$ cat src/rtl/embsync_pkg.sv
package embsync_pkg;

  typedef enum logic [1:0] {
    RGN_BLANK = 2'd0,
    RGN_SAV   = 2'd1,
    RGN_EAV   = 2'd2,
    RGN_ACT   = 2'd3
  } region_e;

  // status byte: 1, F, V, H, then four protection bits
  function automatic logic [7:0] status_bits(input logic f, input logic v, input logic h);
    status_bits = {1'b1, f, v, h, v ^ h, f ^ h, f ^ v, f ^ v ^ h};
  endfunction

endpackage

$ cat src/rtl/esi_hcount.sv
module esi_hcount
  import embsync_pkg::*;
#(
  parameter int unsigned PIX_W = 13,
  parameter logic [PIX_W-1:0] RST_STOP = 13'd1580
) (
  input  logic             clk,
  input  logic             rst,
  input  logic             hs_in,
  input  logic [PIX_W-1:0] cfg_start,
  input  logic             wr_en,
  input  logic             wr_sel,
  input  logic [7:0]       wr_data,
  output logic             hs_lead,
  output region_e          region,
  output logic [1:0]       code_idx,
  output logic             chroma_ph
);

  localparam int unsigned EW   = PIX_W + 1;
  localparam int unsigned HI_W = PIX_W - 8;

  logic             hs_d;
  logic [PIX_W-1:0] pcnt_q;
  logic [PIX_W-1:0] pix;
  logic [PIX_W-1:0] stop_q;
  logic [7:0]       lo_q;
  logic             unused_hi;

  assign unused_hi = ^wr_data[7:HI_W];
  assign hs_lead   = hs_in & ~hs_d;
  assign pix       = hs_lead ? '0 : pcnt_q;

  always_ff @(posedge clk) begin
    if (rst) begin
      hs_d   <= 1'b0;
      pcnt_q <= '1;
      stop_q <= RST_STOP;
      lo_q   <= '0;
    end else begin
      hs_d <= hs_in;
      if (pix != '1) pcnt_q <= pix + 1'b1;
      else           pcnt_q <= pix;
      if (wr_en) begin
        if (wr_sel) stop_q <= {wr_data[HI_W-1:0], lo_q};
        else        lo_q   <= wr_data;
      end
    end
  end

  logic [EW-1:0] p_x, s_x, e_x;
  logic [EW-1:0] sav_off, eav_off, act_off;
  logic          in_act, in_sav, in_eav;

  assign p_x     = {1'b0, pix};
  assign s_x     = {1'b0, cfg_start};
  assign e_x     = {1'b0, stop_q};
  assign sav_off = p_x + EW'(4) - s_x;
  assign eav_off = p_x - e_x;
  assign act_off = p_x - s_x;

  assign in_act = (p_x >= s_x) && (p_x < e_x);
  assign in_sav = (p_x + EW'(4) >= s_x) && (p_x < s_x);
  assign in_eav = (p_x >= e_x) && (p_x < e_x + EW'(4));

  always_comb begin
    region   = RGN_BLANK;
    code_idx = 2'd0;
    if (in_act) begin
      region = RGN_ACT;
    end else if (in_sav) begin
      region   = RGN_SAV;
      code_idx = sav_off[1:0];
    end else if (in_eav) begin
      region   = RGN_EAV;
      code_idx = eav_off[1:0];
    end
  end

  assign chroma_ph = act_off[0];

endmodule

$ cat src/rtl/esi_vtiming.sv
module esi_vtiming #(
  parameter int unsigned LINE_W = 12,
  parameter int unsigned OFS_W  = 8
) (
  input  logic              clk,
  input  logic              rst,
  input  logic              hs_lead,
  input  logic              vs_in,
  input  logic              cfg_interlaced,
  input  logic [LINE_W-1:0] cfg_vfirst,
  input  logic [LINE_W-1:0] cfg_vlast,
  input  logic [OFS_W-1:0]  cfg_f1_ofs,
  input  logic [OFS_W-1:0]  cfg_f0_ofs,
  output logic              v_bit,
  output logic              f_bit
);

  localparam int unsigned SW = LINE_W + 1;

  logic              vs_d;
  logic              vs_lead;
  logic [LINE_W-1:0] lcnt_q;
  logic [LINE_W-1:0] line;

  assign vs_lead = vs_in & ~vs_d;

  always_comb begin
    if (vs_lead)                       line = '0;
    else if (hs_lead && lcnt_q != '1)  line = lcnt_q + 1'b1;
    else                               line = lcnt_q;
  end

  always_ff @(posedge clk) begin
    if (rst) begin
      vs_d   <= 1'b0;
      lcnt_q <= '0;
    end else begin
      vs_d   <= vs_in;
      lcnt_q <= line;
    end
  end

  logic signed [SW-1:0] line_s, f1_s, f0_s;

  assign line_s = $signed({1'b0, line});
  assign f1_s   = $signed({{(SW-OFS_W){cfg_f1_ofs[OFS_W-1]}}, cfg_f1_ofs});
  assign f0_s   = $signed({{(SW-OFS_W){cfg_f0_ofs[OFS_W-1]}}, cfg_f0_ofs});

  assign v_bit = (line < cfg_vfirst) || (line >= cfg_vlast);
  assign f_bit = cfg_interlaced && (line_s >= f1_s) && (line_s < f0_s);

endmodule

$ cat src/rtl/esi_format.sv
module esi_format
  import embsync_pkg::*;
#(
  parameter int unsigned DW = 10
) (
  input  logic          clk,
  input  logic          rst,
  input  region_e       region,
  input  logic [1:0]    code_idx,
  input  logic          chroma_ph,
  input  logic          f_bit,
  input  logic          v_bit,
  input  logic          cfg_mode422,
  input  logic          cfg_cr_first,
  input  logic [DW-1:0] in_g,
  input  logic [DW-1:0] in_b,
  input  logic [DW-1:0] in_r,
  output logic [DW-1:0] y_out,
  output logic [DW-1:0] b_out,
  output logic [DW-1:0] r_out,
  output logic          av_out,
  output logic          fid_out
);

  localparam logic [DW-1:0] BLK_Y = DW'(64)  << (DW - 10);
  localparam logic [DW-1:0] BLK_C = DW'(512) << (DW - 10);

  logic [DW-1:0] xy_w, code_w;
  logic [DW-1:0] y_n, b_n, r_n;
  logic          sel_r;

  assign xy_w  = DW'(status_bits(f_bit, v_bit, region == RGN_EAV)) << (DW - 8);
  assign sel_r = chroma_ph ^ cfg_cr_first;

  always_comb begin
    case (code_idx)
      2'd0:    code_w = '1;
      2'd3:    code_w = xy_w;
      default: code_w = '0;
    endcase
  end

  always_comb begin
    case (region)
      RGN_ACT: begin
        y_n = in_g;
        if (cfg_mode422) begin
          b_n = sel_r ? in_r : in_b;
          r_n = '0;
        end else begin
          b_n = in_b;
          r_n = in_r;
        end
      end
      RGN_SAV, RGN_EAV: begin
        y_n = code_w;
        b_n = code_w;
        r_n = cfg_mode422 ? '0 : code_w;
      end
      default: begin
        y_n = BLK_Y;
        b_n = BLK_C;
        r_n = cfg_mode422 ? '0 : BLK_C;
      end
    endcase
  end

  always_ff @(posedge clk) begin
    if (rst) begin
      y_out   <= BLK_Y;
      b_out   <= BLK_C;
      r_out   <= BLK_C;
      av_out  <= 1'b0;
      fid_out <= 1'b0;
    end else begin
      y_out   <= y_n;
      b_out   <= b_n;
      r_out   <= r_n;
      av_out  <= (region == RGN_ACT);
      fid_out <= f_bit;
    end
  end

endmodule

$ cat src/rtl/embsync_inserter.sv
module embsync_inserter
  import embsync_pkg::*;
#(
  parameter int unsigned DW     = 10,
  parameter int unsigned PIX_W  = 13,
  parameter int unsigned LINE_W = 12,
  parameter int unsigned OFS_W  = 8,
  parameter logic [PIX_W-1:0] RST_STOP = 13'd1580
) (
  input  logic              clk,
  input  logic              rst,
  input  logic              hs_in,
  input  logic              vs_in,
  input  logic [DW-1:0]     in_g,
  input  logic [DW-1:0]     in_b,
  input  logic [DW-1:0]     in_r,
  input  logic [PIX_W-1:0]  cfg_start,
  input  logic [LINE_W-1:0] cfg_vfirst,
  input  logic [LINE_W-1:0] cfg_vlast,
  input  logic [OFS_W-1:0]  cfg_f1_ofs,
  input  logic [OFS_W-1:0]  cfg_f0_ofs,
  input  logic              cfg_interlaced,
  input  logic              cfg_mode422,
  input  logic              cfg_cr_first,
  input  logic              wr_en,
  input  logic              wr_sel,
  input  logic [7:0]        wr_data,
  output logic [DW-1:0]     y_out,
  output logic [DW-1:0]     b_out,
  output logic [DW-1:0]     r_out,
  output logic              av_out,
  output logic              fid_out
);

  logic       hs_lead;
  region_e    region;
  logic [1:0] code_idx;
  logic       chroma_ph;
  logic       v_bit, f_bit;

  esi_hcount #(.PIX_W(PIX_W), .RST_STOP(RST_STOP)) i_hcount (
    .clk(clk), .rst(rst), .hs_in(hs_in), .cfg_start(cfg_start),
    .wr_en(wr_en), .wr_sel(wr_sel), .wr_data(wr_data),
    .hs_lead(hs_lead), .region(region), .code_idx(code_idx), .chroma_ph(chroma_ph)
  );

  esi_vtiming #(.LINE_W(LINE_W), .OFS_W(OFS_W)) i_vtiming (
    .clk(clk), .rst(rst), .hs_lead(hs_lead), .vs_in(vs_in),
    .cfg_interlaced(cfg_interlaced), .cfg_vfirst(cfg_vfirst), .cfg_vlast(cfg_vlast),
    .cfg_f1_ofs(cfg_f1_ofs), .cfg_f0_ofs(cfg_f0_ofs),
    .v_bit(v_bit), .f_bit(f_bit)
  );

  esi_format #(.DW(DW)) i_format (
    .clk(clk), .rst(rst), .region(region), .code_idx(code_idx), .chroma_ph(chroma_ph),
    .f_bit(f_bit), .v_bit(v_bit), .cfg_mode422(cfg_mode422), .cfg_cr_first(cfg_cr_first),
    .in_g(in_g), .in_b(in_b), .in_r(in_r),
    .y_out(y_out), .b_out(b_out), .r_out(r_out), .av_out(av_out), .fid_out(fid_out)
  );

endmodule

$ cat config.mk
export PLATFORM = sky130hd
export DESIGN_NAME = embsync_inserter
export DESIGN_NICKNAME = d
export VERILOG_FILES = /design/src/rtl/embsync_pkg.sv /design/src/rtl/esi_hcount.sv /design/src/rtl/esi_vtiming.sv /design/src/rtl/esi_format.sv /design/src/rtl/embsync_inserter.sv
export SDC_FILE = /design/constraint.sdc
export NUM_CORES = 1
export LEC_CHECK = 0
export BUFFER_PORTS_ARGS = -buffer_cell sky130_fd_sc_hd__buf_2
export CORE_ASPECT_RATIO = 1.75
export CORE_MARGIN = 2
export CORE_UTILIZATION = 38
export CTS_CLUSTER_SIZE = 40
export DETAILED_ROUTE_END_ITERATION = 8
export GPL_TIMING_DRIVEN = 0
export PLACE_DENSITY_LB_ADDON = 0.15
export SLEW_MARGIN = 20
export SYNTH_ARGS = -nofsm -noshare
export SYNTH_HDL_FRONTEND = slang
export SYNTH_HIERARCHICAL = 1
export SYNTH_SLANG_ARGS = --single-unit
$ cat constraint.sdc
create_clock -name clk -period 15.8 [get_ports clk]
set_input_delay 3.16 -clock clk [delete_from_list [all_inputs] [get_ports clk]]
set_output_delay 3.16 -clock clk [all_outputs]
set_load 0.02 [all_outputs]
-- After elaboration in Yosys (flattened, before gate mapping)
Cells that the tools add are included.
- bits in registers: 80
- input port bits: 100
- output and inout bits: 32
- logic and storage cells: 74
- add/sub/neg operators: 7
- $lt $le $gt $ge: 10
- eq/ne operators: 6
- multiplexer cells: 19
- bitwise operators: 10
- reductions and logical operators: 11
- operators with widths (cell ; count):
    one-hot mux 10 bit (2 select lines) ; 4
    2-to-1 mux 10 bit ; 5
    adder 13 x 3 -> 14 bit (second input constant) ; 2
    greater-or-equal comparator 13 bit ; 2
    < comparator 13 bit ; 2
    2-to-1 mux 13 bit ; 2
    2-to-1 mux 12 bit ; 2
    greater-or-equal comparator 14 x 13 -> 1 bit ; 1
    < comparator 13 x 14 -> 1 bit ; 1
    adder 13 x 1 -> 13 bit (second input constant) ; 1
    greater-or-equal comparator 13 x 8 -> 1 bit ; 1
    < comparator 13 x 8 -> 1 bit ; 1
    != test 13 bit (second input constant) ; 1
    adder 12 x 1 -> 12 bit (second input constant) ; 1
    greater-or-equal comparator 12 bit ; 1
    < comparator 12 bit ; 1
    2-to-1 mux 2 bit ; 6
    != test 12 bit (second input constant) ; 1
    equality test 2 bit (second input constant) ; 3
    logical AND 1 bit ; 6
    bitwise XOR 1 bit ; 5
    AND reduction 2 bit ; 2
    subtractor 2 bit ; 2
    inverter 1 bit ; 3
    6 further kinds ; 7

-- Logic depth before layout (Yosys ltp)
- word-level depth: 13
- gate-level depth with buffers: 24

-- Hierarchy
The synthesis kept the hierarchy.
- by module, submodules not included (module ; times used ; cells an instance ; area an instance (um^2) ; seq. area each (um^2)):
    esi_hcount ; 1 ; 384 ; 3050.4 ; 700.7
    esi_vtiming ; 1 ; 245 ; 1855.5 ; 260.2
    esi_format ; 1 ; 140 ; 1316.3 ; 640.6

-- Worst setup path before layout
No wires, ideal clock.
- path kind: input to register
- from: in hs_in
- to: reg i_format.b_out[2]
- data arrival time: 7.602 ns
- required time: 15.724 ns
- path slack: 8.122 ns
- stages: 23
- cell sequence: nand2b_2 -> buf_4 -> clkbuf_1 -> nand2_1 -> inv_1 -> ha_1 -> nand4_2 -> or4b_1 -> buf_2 -> xnor2_1 -> ha_1 -> and3_1 -> a221o_1 -> a21oi_1 -> o311ai_1 -> and2_1 -> o31ai_1 -> inv_1 -> ha_1 -> nor2b_1 -> clkbuf_1 -> nand2_1 -> o22ai_1
- RTL lines (element ; line ; text):
    from (decl) ; embsync_inserter.sv:12 ; input logic hs_in,
    bitwise AND 1 bit (*) ; esi_hcount.sv:31 ; assign hs_lead = hs_in & ~hs_d;
    2-to-1 mux 13 bit (*) ; esi_hcount.sv:32 ; assign pix = hs_lead ? '0 : pcnt_q;
    adder 13 x 3 -> 14 bit, or another cell as far along ; esi_hcount.sv:58 ; assign sav_off = p_x + EW'(4) - s_x;
    greater-or-equal comparator 14 x 13 -> 1 bit / logical AND 1 bit (equally long branches) ; esi_hcount.sv:63, esi_hcount.sv:64 ;
    logical AND 1 bit / 2-to-1 mux 2 bit (equally long branches) ; esi_hcount.sv:63, esi_hcount.sv:74 ;
    2-to-1 mux 2 bit ; esi_hcount.sv:71 ; end else if (in_sav) begin
    2-to-1 mux 2 bit (*) ; esi_hcount.sv:69 ; if (in_act) begin
    via code_idx[0] ; embsync_inserter.sv:37 ; logic [1:0] code_idx;
    equality test 2 bit / zero test 2 bit (equally long branches) ; esi_format.sv:36 ; case (code_idx)
    one-hot mux 10 bit (2 select lines) (*) ; esi_format.sv:36 ;
    one-hot mux 10 bit (2 select lines) (*) ; esi_format.sv:44 ; case (region)
    to (signal assigned) ; esi_format.sv:77 ; b_out <= b_n;
    to (decl) ; esi_format.sv:19 ; output logic [DW-1:0] b_out,
The timed path passes the listed nets; every way through them passes the cells marked *.
A chain may end at the register's enable or synchronous reset.

-- Final worst setup path
- from: in hs_in
- to: reg i_format.b_out[6]
The elaborated chain is that of the path after synthesis.

==> results.toml <==
[routing]
first_iter_violations = 191
drc = 0
totalWireLength_um = 18100
ant_nets = 0
wl_per_cell_um = 16.4
drt-pass1-iter-count = 4
vias = 5788
viasPerCell = 5.22

[global_routing]
grt_max_degree = 16
gr-total-overflow = 0
antenna_found_initial = 3
grt_pass1_vias = 5881
top_usage_layer = "met2"
grt_pass1_wl_um = 28700
grt_use_met2_pct = 41.1
grtUsageTotal_pct = 21.0
use_met3_pct = 2.82
grt_util_met1_pct = 20.7

[sta]
fin_setup_tns_ns = 0
finalCriticalPeriod_ns = 8.51
setup_ws_ns = 7.29
finalCritPeriodShare_pct = 53.9
setup_viol = 0
worst_pin_slew_ns = 0.944
rsz0062_at_grt = "no"
max_clock_freq_mhz = 118
finalMaxSlewViolations = 0
relSlewSlack_pct = 36.6
skew_ns = 0.00652
hold_viol = 0
whs_ns = 0.457

[worst_setup_path]
path_cells = "buf_2 -> nand2b_2 -> buf_4 -> clkbuf_1 -> nand2_1 -> inv_1 -> ha_1 -> nand4_2 -> or4b_1 -> buf_2 -> xnor2_1 -> ha_1 -> and3_1 -> a221o_1 -> a21oi_1 -> o311ai_1 -> and2_1 -> o31ai_1 -> inv_1 -> ha_1 -> nor2b_1 -> clkbuf_1 -> nand2_1 -> o22ai_1"
critical_path_depth = 24
crit_path_start_kind = "input port"
crit_type = "in2reg"
endpoint_kind = "flip-flop"
cp.required_ns = 16.06
critical_path.top_delay_family = "simple AND/OR/NAND/NOR gates"
cp_num_buf_inv = 7
path_max_fanout = 10
slowest_stage = "or4b_1"
cp.arrival_ns = 8.77
reg2regPathDepth = 23
max_stage_delay_ns = 0.54
worst_path_most_repeated_cell = "ha_1"

[floorplanning]
die_w_um = 101
dieArea_um2 = 17500
rows = 61
io-pin-count = 132
die_y_um = 173
start_util_pct = 39.0
core_region_area_um2 = 16000

[placed_design]
dpl.hpwl_um = 15200
place_congestion = 0.873
place_ws_ns = 6.93
io_buffers = 131
place_inst = 1089

[cts]
cts_tree = "built"
cts_buffers = 9
clock_sinks = 80
cts_setup_buffers = 0
clk_pin_slew_ns = 0.07
root_buffer = "clkbuf_16"
clk_latency_ns = 0.35
clk_path_buf_depth = 2
ctsHtreeMaxLevel = 3
cts_hold_buffers = 0
cts_resized = 0

[synth]
synthCells = 769
seq_area_frac_synth_pct = 25.7
avgSynthCellArea_um2 = 8.09
synth_warnings = 6
synth.distinct_cells = 66
synth_area_um2 = 6220
syn-num-nets = 975
synth_edf_count = 0
synth-seq-cells = 80
async_flop_share_pct = 0
ys.flop_type = "dfxtp_1"

[power_and_ir_drop]
p_comb_share_pct = 33.6
p_int_uw = 442
vdd_drop_max_uv = 53.6
switchingPower_uw = 247
clockPowerShare_pct = 32.3
p_seq_share_pct = 34.0
power_uw = 689
power_switching_share_pct = 35.8
p_per_area_nw_per_um2 = 92.7
leakagePower_nw = 3.68

[min_path]
hold_depth = 2
hold_class = "reg2reg"

[layout]
layout-drive-gt1-share_pct = 17.9
layout.cells.non_filler = 1108
syn_to_final_growth_pct = 19.5
nets = 1117

[status]
status = "completed"

[job]
cap_viol_max_count = 0
path summary, 6_finish.rpt:
kind / startpoint / to / slack, ns
max: hs_in / i_format/b_out[6]$_SDFF_PP0_ / 7.29
min: i_hcount/lo_q[1]$_SDFFE_PP0P_ / i_hcount/stop_q[1]$_SDFFE_PP0P_ / 0.46
max reg2reg: i_hcount/hs_d$_SDFF_PP0_ / i_format/b_out[6]$_SDFF_PP0_ / 9.87
min reg2reg: i_hcount/lo_q[1]$_SDFFE_PP0P_ / i_hcount/stop_q[1]$_SDFFE_PP0P_ / 0.46
worst reg2reg max path, cell delays in order, from the launching register on:
cell      delay (ns)
dfxtp_1         0.30
nand2b_2        0.15
buf_4           0.19
clkbuf_1        0.38
nand2_1         0.21
inv_1           0.19
ha_1            0.27
nand4_2         0.22
or4b_1          0.54
buf_2           0.17
xnor2_1         0.13
ha_1            0.29
and3_1          0.16
a221o_1         0.29
a21oi_1         0.12
o311ai_1        0.22
and2_1          0.25
o31ai_1         0.42
inv_1           0.09
ha_1            0.32
nor2b_1         0.11
clkbuf_1        0.36
nand2_1         0.24
o22ai_1         0.23
layout make-up:
class	count	area, µm²
buffer	20	81.3
clock buffer	10	239
inverter	82	308
clock inverter	6	76.3
sequential	80	1600
timing repair buffer	131	656
tap	189	236
fill	1655	8510
antenna	3	7.51
multi-input combinational	587	4230
layer usage:
metal	share of wire [%]	up-vias	wire length, µm
met5	0	-	0
met4	4.3	0	777
met3	3.3	42	605
met2	56	134	10100
met1	36	2625	6610
li1	-	2987	-
per-stage QoR:
step           utilization [%]  cell area, µm²
2_1_floorplan                -            6220
3_3_place_gp              44.6            7110
3_5_place_dp              44.6            7110
4_1_cts                   46.6            7430
5_1_grt                   46.6            7440
6_report                  46.6            7440
cells in the final DEF, fill, tap and decap left out, types with 19 or more instances in the layout:
cell type and count:
nand2_1 82, a21oi_1 61, xnor2_1 25, nand3_1 33, mux2i_1 19, buf_2 133
o21ai_0 21, inv_1 81, dfxtp_1 80, ha_1 104, nor2_1 49
sequential cells by signal (all words and copies together), names as in the netlist:
register and count:
i_format/y_out 10, i_vtiming/lcnt_q 12, i_hcount/hs_d 1, i_format/fid_out 1, i_vtiming/vs_d 1, i_format/b_out 10
i_hcount/stop_q 13, i_format/av_out 1, i_format/r_out 10, i_hcount/pcnt_q 13, i_hcount/lo_q 8
kinds of logic after synthesis:
group	Yosys count	share of synthesized area, %
fa+ha+maj	106	21.6
flops	80	25.7
simple gates	270	21.9
mux	21	3.48
xor+xnor	33	4.89
buf+inv	102	6.25
compound gates	157	16.1
synthesized netlist by cell type, types with 7 or more instances:
cell type	n	area, µm²
a211oi_1	7	52.6
a21o_1	12	90.1
a21oi_1	61	305
and2_1	12	75.1
clkbuf_1	17	63.8
dfxtp_1	80	1600
ha_1	104	1300
inv_1	81	304
mux2i_1	19	190
nand2_1	82	308
nand2b_1	16	100
nand3_1	33	165
nand4_1	12	75.1
nor2_1	49	184
nor2b_1	13	81.3
nor3_1	15	75.1
o21ai_0	21	105
o22ai_1	9	56.3
xnor2_1	25	219
xor2_1	7	61.3
power by group through the flow:
| stage | clock, mW | sequential [mW] | combinational, mW |
|---|---|---|---|
| floorplan | 0 | 0.258 | 0.138 |
| global placement | 0 | 0.239 | 0.232 |
| detailed placement | 0 | 0.239 | 0.233 |
| CTS | 0.230 | 0.235 | 0.234 |
| global route | 0.235 | 0.237 | 0.261 |
| finish | 0.223 | 0.235 | 0.232 |
Note: power is estimated with default switching activity, not from simulation.
